### src/rtl/dst_filt_pkg.sv
// Package: shared constants and the match-mode type for the address filter.
// Assumes the default widths of a standard 48-bit MAC address and CRC-32.
package dst_filt_pkg;
    localparam int          ADDR_W   = 48;
    localparam int          CRC_W    = 32;
    localparam logic [31:0] CRC_POLY = 32'h04C11DB7;
    localparam int          TABLE_W  = 64;

    typedef enum logic [1:0] {
        MODE_OFF = 2'b00,   // reject everything
        MODE_ALL = 2'b01,   // promiscuous
        MODE_SB  = 2'b10,   // station or broadcast
        MODE_SBM = 2'b11    // station, broadcast or multicast
    } match_mode_e;
endpackage

### src/rtl/dst_addr_match.sv
// Module: dst_addr_match
// Counts the arriving address bits and tracks station-miss, broadcast-miss
// and multicast flags. Assumes one bit per cycle when bit_valid is high;
// bits beyond the last address bit are refused until clear.
module dst_addr_match #(
    parameter int ADDR_W = 48,
    localparam int CNT_W = $clog2(ADDR_W + 1)
) (
    input  logic              clk,
    input  logic              rst_n,
    input  logic              clear,
    input  logic              bit_valid,
    input  logic              bit_in,
    input  logic [ADDR_W-1:0] station_addr,
    output logic              take,
    output logic              started,
    output logic              done,
    output logic              st_miss,
    output logic              bc_miss,
    output logic              mcast
);
    localparam logic [CNT_W-1:0] CNT_END = CNT_W'(ADDR_W);

    logic [CNT_W-1:0] cnt_q;
    logic             st_miss_q, bc_miss_q, mcast_q;

    // A bit is taken only while the address is still incomplete
    assign take    = bit_valid && !clear && (cnt_q != CNT_END);
    assign started = (cnt_q != '0);
    assign done    = (cnt_q == CNT_END);
    assign st_miss = st_miss_q;
    assign bc_miss = bc_miss_q;
    assign mcast   = mcast_q;

    // Bit counter and the three per-frame address flags
    always_ff @(posedge clk) begin
        if (!rst_n || clear) begin
            cnt_q     <= '0;
            st_miss_q <= 1'b0;
            bc_miss_q <= 1'b0;
            mcast_q   <= 1'b0;
        end else if (take) begin
            cnt_q     <= cnt_q + 1'b1;
            st_miss_q <= st_miss_q | (bit_in != station_addr[cnt_q]);
            bc_miss_q <= bc_miss_q | !bit_in;
            if (cnt_q == '0) mcast_q <= bit_in;
        end
    end

    AST_CNT_RANGE: assert property (@(posedge clk) disable iff (!rst_n)
        cnt_q <= CNT_END);
    AST_FULL_HOLDS: assert property (@(posedge clk) disable iff (!rst_n)
        done && !clear |=> done);
endmodule

### src/rtl/dst_crc_hash.sv
// Module: dst_crc_hash
// Runs a bit-serial CRC over the address bits and looks up the multicast
// filter bit selected by the low CRC bits. Assumes TABLE_W is a power of
// two no larger than 2**CRC_W; crc[0] is the most significant select bit.
module dst_crc_hash #(
    parameter int          CRC_W   = 32,
    parameter logic [31:0] POLY    = 32'h04C11DB7,
    parameter int          TABLE_W = 64,
    localparam int         SEL_W   = $clog2(TABLE_W)
) (
    input  logic               clk,
    input  logic               rst_n,
    input  logic               clear,
    input  logic               shift,
    input  logic               din,
    input  logic [TABLE_W-1:0] hash_table,
    output logic               hash_hit
);
    logic [CRC_W-1:0] crc_q, crc_nxt;
    logic             fb;
    logic [SEL_W-1:0] hash_idx;

    // Next CRC value for one incoming bit, data entering at bit 0
    always_comb begin
        fb      = crc_q[CRC_W-1] ^ din;
        crc_nxt = {crc_q[CRC_W-2:0], 1'b0} ^ (fb ? POLY[CRC_W-1:0] : '0);
    end

    // CRC register, preset to all ones at each frame
    always_ff @(posedge clk) begin
        if (!rst_n || clear) crc_q <= '1;
        else if (shift)      crc_q <= crc_nxt;
    end

    // Reverse the low CRC bits into the table index: crc[0] becomes the MSB
    for (genvar g = 0; g < SEL_W; g++) begin : g_idx
        assign hash_idx[SEL_W-1-g] = crc_q[g];
    end

    assign hash_hit = hash_table[hash_idx];

    AST_CRC_STABLE: assert property (@(posedge clk) disable iff (!rst_n)
        !shift && !clear |=> $stable(crc_q));
endmodule

### src/rtl/dst_policy.sv
// Module: dst_policy
// Turns the address flags and hash result into an early-abort pulse and a
// final decision according to the match mode. Assumes mode and mcast_all
// stay stable during a frame.
module dst_policy
    import dst_filt_pkg::*;
(
    input  logic       clk,
    input  logic       rst_n,
    input  logic       clear,
    input  logic [1:0] mode,
    input  logic       mcast_all,
    input  logic       started,
    input  logic       done,
    input  logic       st_miss,
    input  logic       bc_miss,
    input  logic       mcast,
    input  logic       hash_hit,
    output logic       early_abort,
    output logic       decision_valid,
    output logic       accept
);
    match_mode_e mode_e;
    logic        mc_pass, final_ok, early_rej, rej_known;
    logic        aborted_q, reported_q;

    assign mode_e = match_mode_e'(mode);

    // Acceptance at the end of the address and certainty of rejection so far
    always_comb begin
        mc_pass  = mcast && (mcast_all || hash_hit);
        final_ok = 1'b0;
        early_rej = 1'b0;
        case (mode_e)
            MODE_OFF: begin
                final_ok  = 1'b0;
                early_rej = started;
            end
            MODE_ALL: begin
                final_ok  = 1'b1;
                early_rej = 1'b0;
            end
            MODE_SB: begin
                final_ok  = !st_miss || !bc_miss;
                early_rej = st_miss && bc_miss;
            end
            default: begin
                final_ok  = !st_miss || !bc_miss || mc_pass;
                early_rej = st_miss && bc_miss && !mcast;
            end
        endcase
        rej_known = early_rej || (done && !final_ok);
    end

    assign early_abort    = rej_known && !aborted_q;
    assign decision_valid = done && !reported_q;
    assign accept         = decision_valid && final_ok;

    // One-shot memory for the abort pulse and the decision pulse
    always_ff @(posedge clk) begin
        if (!rst_n || clear) begin
            aborted_q  <= 1'b0;
            reported_q <= 1'b0;
        end else begin
            aborted_q  <= aborted_q | rej_known;
            reported_q <= reported_q | done;
        end
    end

    AST_ABORT_ONCE: assert property (@(posedge clk) disable iff (!rst_n)
        early_abort && !clear |=> !early_abort);
    AST_DECIDE_ONCE: assert property (@(posedge clk) disable iff (!rst_n)
        decision_valid && !clear |=> !decision_valid);
    AST_ACCEPT_CLEAN: assert property (@(posedge clk) disable iff (!rst_n)
        accept |-> !aborted_q && !early_abort);
    AST_OFF_REJECTS: assert property (@(posedge clk) disable iff (!rst_n)
        mode_e == MODE_OFF |-> !accept);
    AST_PROMISC_KEEPS: assert property (@(posedge clk) disable iff (!rst_n)
        mode_e == MODE_ALL |-> !early_abort);
endmodule

### src/rtl/dst_addr_filter.sv
// Module: dst_addr_filter (top)
// Destination address filter: bit counter and flags, CRC hash lookup and
// acceptance policy. Assumes frame_start precedes each address and that
// configuration inputs are stable while an address is received.
module dst_addr_filter
    import dst_filt_pkg::*;
(
    input  logic                clk,
    input  logic                rst_n,
    input  logic                frame_start,
    input  logic                bit_valid,
    input  logic                bit_in,
    input  logic [1:0]          mode,
    input  logic                mcast_all,
    input  logic [ADDR_W-1:0]   station_addr,
    input  logic [TABLE_W-1:0]  hash_table,
    output logic                early_abort,
    output logic                decision_valid,
    output logic                accept
);
    logic take, started, done, st_miss, bc_miss, mcast, hash_hit;

    dst_addr_match #(.ADDR_W(ADDR_W)) u_match (
        .clk(clk), .rst_n(rst_n), .clear(frame_start),
        .bit_valid(bit_valid), .bit_in(bit_in), .station_addr(station_addr),
        .take(take), .started(started), .done(done),
        .st_miss(st_miss), .bc_miss(bc_miss), .mcast(mcast)
    );

    dst_crc_hash #(.CRC_W(CRC_W), .POLY(CRC_POLY), .TABLE_W(TABLE_W)) u_hash (
        .clk(clk), .rst_n(rst_n), .clear(frame_start),
        .shift(take), .din(bit_in), .hash_table(hash_table),
        .hash_hit(hash_hit)
    );

    dst_policy u_policy (
        .clk(clk), .rst_n(rst_n), .clear(frame_start),
        .mode(mode), .mcast_all(mcast_all),
        .started(started), .done(done),
        .st_miss(st_miss), .bc_miss(bc_miss), .mcast(mcast),
        .hash_hit(hash_hit),
        .early_abort(early_abort), .decision_valid(decision_valid),
        .accept(accept)
    );

    AST_OUT_QUIET: assert property (@(posedge clk) disable iff (!rst_n)
        frame_start |=> !decision_valid && !early_abort);
endmodule

### config.mk
export PLATFORM = sky130hd
export DESIGN_NAME = dst_addr_filter
export DESIGN_NICKNAME = d
export VERILOG_FILES = /design/src/rtl/dst_filt_pkg.sv /design/src/rtl/dst_addr_match.sv /design/src/rtl/dst_crc_hash.sv /design/src/rtl/dst_policy.sv /design/src/rtl/dst_addr_filter.sv
export SDC_FILE = /design/constraint.sdc
export NUM_CORES = 1
export LEC_CHECK = 0
export BUFFER_PORTS_ARGS = -buffer_cell sky130_fd_sc_hd__clkbuf_2
export CAP_MARGIN = 5
export CORE_ASPECT_RATIO = 1.5
export CORE_MARGIN = 1.5
export CORE_UTILIZATION = 44
export DETAILED_ROUTE_END_ITERATION = 16
export GPL_ROUTABILITY_DRIVEN = 0
export HOLD_SLACK_MARGIN = 0.08
export PLACE_DENSITY_LB_ADDON = 0.12
export SLEW_MARGIN = 0
export SYNTH_ARGS = -nofsm -noshare
export SYNTH_HDL_FRONTEND = slang
export SYNTH_SLANG_ARGS = --single-unit
### constraint.sdc
create_clock -name clk -period 2.2 [get_ports clk]
set_clock_uncertainty 0.05 [all_clocks]
set_input_delay 0.55 -clock clk [delete_from_list [all_inputs] [get_ports clk]]
set_output_delay 0.55 -clock clk [all_outputs]
set_load 0.01 [all_outputs]
==> out/metrics.yaml, run 1 <==
cts-root-buf: "clkbuf_8"
whs_path_depth: 2
rows: 35
synth_area_um2: 2861
core_area_um2: 6218
synth-xor-area-share_pct: 5.509
status: "complete, but fails checks"
r2r_slack_ns: 0.07
setup_slack_ns: -0.7330
die_h_um: 101.8
dp_slack_ns: -0.6198
synth.distinct_cells: 45
tritoncts: "built"
yosysTopAreaCellShare_pct: 30.08
nFillCells: 536
period_minus_slack_ns: 2.933
dp_hpwl_um: 5142
fin_nets: 581
drc: 0
ys_warn_count: 0
ys_seq_elements: 43
final_hold_viol_count: 0
die_x_um: 68.85
synthArstFlopShare_pct: 0
h-tree-depth: 2
path_class: "reg -> out"
final.setup.tns_ns: -1.436
hold_path.class: "reg -> reg"
arrival_ns: 2.33
synthesis.nets: 436
yosysTopAreaCell: "dfxtp_1"
drtPass1Iterations: 4
synthCells: 314
synth-adder-area-share_pct: 0.8745
drive_gt1_share_pct: 44.35
synth_top_family_by_area: "multiplexers"
antenna_cells: 0
clk_latency_ns: 0.30
setup_viol: 2
cp_data_required_time_ns: 1.60
grt_pass1_wl_um: 10180
cts_buffers: 5
endpoint_kind: "output port"
fin_cells: 534
max_slew_margin_pct: 67.11
seqCellArea_um2: 867.1
grt_pass1_vias: 2556
slew_violations: 0
antenna_found_initial: 0
violations: "negative setup slack"
synthSimpleGateAreaFrac_pct: 21.56
path_clk_slew_ns: 0.08
synth-compound-area-share_pct: 13.16
clock_path_buffers: 2
area_growth_pct: 37.65
routed_wl_um: 6891
worst_slew_pin_slew_ns: 0.4921
synth_edf_count: 0
muxShareOfSynthArea_pct: 22.04
finalCritPeriodShare_pct: 133.3
drt_iter0_drc: 49
drv_cap: 0
multiInputGateArea_um2: 1877
synthTopCellsByArea: "dfxtp_1, mux4_1, nand2_1"
leakagePower_nw: 1.846
cts.sinks: 43
place_area_um2: 3707
ios: 123
grt_max_degree: 49
p_total_w: 0.001771
die-area_um2: 7006
worstPathMaxFanout: 5
yosysSeqAreaShare_pct: 30.08
grt_util_all_layers_pct: 18.90
ant_nets: 0
rr_worst_depth: 8
rsz0062_at_grt: "true"
synth_ff_type: "dfxtp_1"
dp.cells: 520
vias_per_cell: 5.345
stdcell_area_um2: 3939
avgSynthCellArea_um2: 9.113
wl_per_cell_um: 12.90
vdd_ir_drop_max_mv: 0.2952
vias: 2854
initial_core_util_pct: 46.02
start_kind: "flop"
p_per_area_nw_per_um2: 449.7
holdBufCountCts: 0
fmax_mhz: 341.0
gr-total-overflow: 0
port_buffers: 122
==> worst max-delay path, stage by stage (launching register included) <==
cell and delay, ns:
dfxtp_4 0.38, buf_12 0.11, mux4_2 0.50, a22oi_2 0.19
a311oi_2 0.13, a31oi_2 0.23, a31oi_2 0.17, a211oi_2 0.17
buf_2 0.16
==> timing repair <==
item | CTS | global route
endpoints found under the setup margin | 3 | 5
buffers inserted | 6 | 1
resized for setup | 7 | 13
pin swaps | 4 | 3
hold endpoints to repair | 0 | 0
==> metal layers <==
layer / vias up / wire length, µm / share of wire, % / GRT usage (%)
li1: 1440 / - / - / -
met1: 1310 / 2696 / 39 / 18.61
met2: 98 / 3633 / 53 / 38.02
met3: 6 / 480 / 7.0 / 2.889
met4: 0 / 81 / 1.2 / 5.882
met5: - / 0 / 0 / 0
==> cells by family (layout without fill, tap and decap cells) <==
logic type / after synthesis / in the layout
mux: 32 / 32
fa+ha+maj: 2 / 2
xor+xnor: 18 / 18
flops: 43 / 43
compound gates: 49 / 49
simple gates: 135 / 135
buf+inv: 35 / 181
==> cell usage after synthesis (2+ instances only) <==
library cell	count
nor3_1	2
ha_1	2
dfxtp_1	43
a211oi_1	3
a21oi_1	3
o211ai_1	14
xor2_1	4
a31oi_1	6
nand3b_1	2
xnor2_1	14
nand2_1	66
and2_1	2
nor2_1	13
nor2b_1	13
buf_2	7
inv_1	7
nand4_1	5
a22oi_1	6
a2111oi_0	3
mux2_2	2
o21ai_0	2
clkbuf_1	12
nand2b_1	2
buf_1	3
nand3_1	27
mux4_1	12
a221oi_1	2
mux2i_1	9
mux4_2	9
a311oi_1	2
buf_6	3
==> flip-flops by register name, summed over array words and instances, names as in the netlist <==
name	count
u_match.cnt_q	6
u_match.bc_miss	1
u_policy.aborted_q	1
u_match.st_miss	1
u_policy.reported_q	1
u_hash.crc_q	32
u_match.mcast	1
==> layout make-up <==
| type | count | area share (%) |
|---|---|---|
| flip-flops and latches | 43 | 22.01 |
| multi-input cells | 236 | 47.65 |
| well taps | 74 | 2.351 |
| repair buffers | 166 | 24.94 |
| inverters | 7 | 0.6671 |
| clock buffers | 5 | 1.747 |
| clock inverters | 3 | 0.6353 |
==> through the flow <==
stage / util, % / hold WS [ns]
finish: 63.34 / 0.4019
global route: 63.34 / 0.4360
detailed placement: 59.62 / 0.3870
floorplan: - / 0.3759
global placement: 59.62 / 0.3854
CTS: 62.43 / 0.4004
==> layout by cell type, fill, tap and decap left out, drive strengths merged, types with 3 or more instances in the layout <==
cell / n
a2111oi: 5
a211oi: 4
a21oi: 3
a22oi: 6
a31oi: 6
buf: 45
clkbuf: 126
dfxtp: 43
inv: 7
mux2i: 9
mux4: 21
nand2: 66
nand3: 27
nand4: 5
nor2: 13
nor2b: 13
o211ai: 14
o21ai: 3
xnor2: 14
xor2: 4
==> report_power, final <==
part           internal, W  switching, W  leakage [nW]
Combinational     0.000251      0.000173          1.45
Sequential        0.000804     0.0000225         0.352
Clock             0.000227      0.000294        0.0443
Total              0.00128      0.000490          1.85
==> path summary, 6_finish.rpt <==
kind | from | endpoint
setup / recovery | u_hash.crc_q[5]$_SDFFE_PP1P_ | early_abort
hold / removal | u_policy.reported_q$_SDFF_PP0_ | u_policy.reported_q$_SDFF_PP0_
setup reg to reg | u_hash.crc_q[5]$_SDFFE_PP1P_ | u_policy.aborted_q$_SDFF_PP0_
hold reg to reg | u_policy.reported_q$_SDFF_PP0_ | u_policy.reported_q$_SDFF_PP0_
Note: power is estimated with default switching activity, not from simulation.
==> run 2: changes to the inputs <==
Settings changed: SKIP_LAST_GASP set to 1.
==> run 2 against run 1 <==
- the run still ends with negative setup slack left
- first-iteration DRC count fell by 12%
- worst hold slack is essentially flat
- worst setup slack worse by 0.0016 ns
- register-to-register slack about the same
- utilization shrank 0.16 points
- critical path depth stayed put
- cell count did not move
- critical endpoint unchanged
- die area is the same
- sequential power is essentially flat
==> out/metrics.yaml, run 2 (synthesized netlist as in run 1, its figures left out) <==
min_to: "u_policy.reported_q$_SDFF_PP0_"
rr_worst_depth: 8  # unchanged
hp-start: "u_policy.reported_q$_SDFF_PP0_"
antenna_cells: 0  # unchanged
reg_top3: "u_hash.crc_q: 32 flops, u_match.cnt_q: 6 flops"
drive_gt1_share_pct: 44.35  # unchanged
core_area_um2: 6218  # unchanged
hold_path.class: "reg -> reg"
r2r_end: "u_policy.aborted_q$_SDFF_PP0_"
fmax_mhz: 340.8  # about the same
endpoint_kind: "output port"
dp_hpwl_um: 5142  # unchanged
drt_iter0_drc: 43  # -12%
place_area_um2: 3707  # unchanged
p_per_area_nw_per_um2: 450.5  # +0.19%
vias_per_cell: 5.333  # -0.21%
final_hold_viol_count: 0  # unchanged
whs_path_depth: 2  # unchanged
cts.sinks: 43  # unchanged
gr-total-overflow: 0  # unchanged
worstPathMaxFanout: 5  # unchanged
rsz0062_at_grt: "true"
die_x_um: 68.85  # unchanged
grt_pass1_vias: 2556  # unchanged
largest-register: "u_hash.crc_q"
finalCritPeriodShare_pct: 133.4  # about the same
vdd_ir_drop_max_mv: 0.2939  # -0.44%
final_common_cell: "clkbuf_2"
leakagePower_nw: 1.844  # -0.12%
slew_violations: 0  # unchanged
setup_viol: 2  # unchanged
drv_cap: 0  # unchanged
drtPass1Iterations: 4  # unchanged
rows: 35  # unchanged
final_cell_mix: "clkbuf_2, nand2_1, buf_4, dfxtp_1, nand3_1"
status: "complete, but fails checks"
ant_nets: 0  # unchanged
clock_path_buffers: 2  # unchanged
antenna_found_initial: 0  # unchanged
r2r_slack_ns: 0.07  # about the same
grt_util_all_layers_pct: 18.90  # unchanged
violations: "negative setup slack"
final.setup.tns_ns: -1.439  # -0.003260 ns
period_minus_slack_ns: 2.935  # +0.001630 ns
port_buffers: 122  # unchanged
path_clk_slew_ns: 0.08  # about the same
grt_pass1_wl_um: 10180  # unchanged
vias: 2848  # -0.21%
ios: 123  # unchanged
max_slew_margin_pct: 67.11  # about the same
grt_max_degree: 49  # unchanged
clk_latency_ns: 0.30  # about the same
area_growth_pct: 37.30
stdcell_area_um2: 3929  # -0.25%
drc: 0  # unchanged
fin_nets: 581  # unchanged
die_h_um: 101.8  # unchanged
cp_data_required_time_ns: 1.60  # about the same
tritoncts: "built"
setup_slack_ns: -0.7346  # -0.001630 ns
arrival_ns: 2.33  # about the same
h-tree-depth: 2  # unchanged
initial_core_util_pct: 46.02  # unchanged
die-area_um2: 7006  # unchanged
path_class: "reg -> out"
wl_per_cell_um: 12.93  # +0.16%
cts-root-buf: "clkbuf_8"
r2r_start: "u_hash.crc_q[5]$_SDFFE_PP1P_"
cts_buffers: 5  # unchanged
largest_register_ffs: 32  # unchanged
routed_wl_um: 6902  # +0.16%
worst_slew_pin_slew_ns: 0.4921  # -0.000001907 ns
start_kind: "flop"
[run 2: where the power goes]
part | internal [W] | switching [W]
sequential | 0.000804 | 0.0000226
clock | 0.000227 | 0.000295
combinational | 0.000249 | 0.000172
[run 2: worst max-delay path, stage by stage (launching register included)]
cell	delay, ns
dfxtp_4	0.38
buf_12	0.11
mux4_2	0.50
a22oi_2	0.19
a311oi_2	0.13
a31oi_2	0.23
a31oi_2	0.17
a211oi_2	0.17
buf_2	0.16
[run 2: area by class of cell]
cell class	count	area (µm²)
clock inverters	3	25.02
flip-flops and latches	43	867.1
repair buffers	166	982.2
fillers	536	2290
inverters	7	26.28
clock buffers	5	68.82
well taps	74	92.59
multi-input cells	236	1867
[run 2: timing repair]
item                       in CTS  in global routing
hold endpoints to repair        0                  0
gates resized for setup         7                 12
hold buffers                    0                  0
gates cloned                    0                  0
buffers inserted                6                  1
setup endpoints to repair       3                  5
pin swaps                       4                  3
[run 2: metrics by stage]
step	hold slack (ns)	cells	util, %	worst slack (ns)	total power [W]
global route	0.4360	534	63.18	-0.8315	0.001857
global placement	0.3854	520	59.62	-0.5869	0.001242
floorplan	0.3759	314	-	-0.1457	0.001078
detailed placement	0.3870	520	59.62	-0.6198	0.001250
finish	0.4020	534	63.18	-0.7346	0.001770
CTS	0.4004	534	62.43	-0.7869	0.001784
[run 2: worst max path at each step]
stage	depth (start not counted)	start	end	slack, ns
floorplan	6	hash_table[7]	early_abort	-0.15
global placement	8	hash_table[7]	early_abort	-0.59
detailed placement	8	hash_table[7]	early_abort	-0.62
CTS	8	u_hash.crc_q[5]$_SDFFE_PP1P_	early_abort	-0.79
global route	8	u_hash.crc_q[5]$_SDFFE_PP1P_	early_abort	-0.83
finish	8	u_hash.crc_q[5]$_SDFFE_PP1P_	early_abort	-0.73
[run 2: routing by layer]
metal / vias to the layer above / track usage, % / share of wire [%]
met2: 95 / 38.02 / 53
met4: 0 / 5.882 / 1.1
met1: 1309 / 18.61 / 39
met5: - / 0 / 0
li1: 1439 / - / -
met3: 5 / 2.889 / 6.8
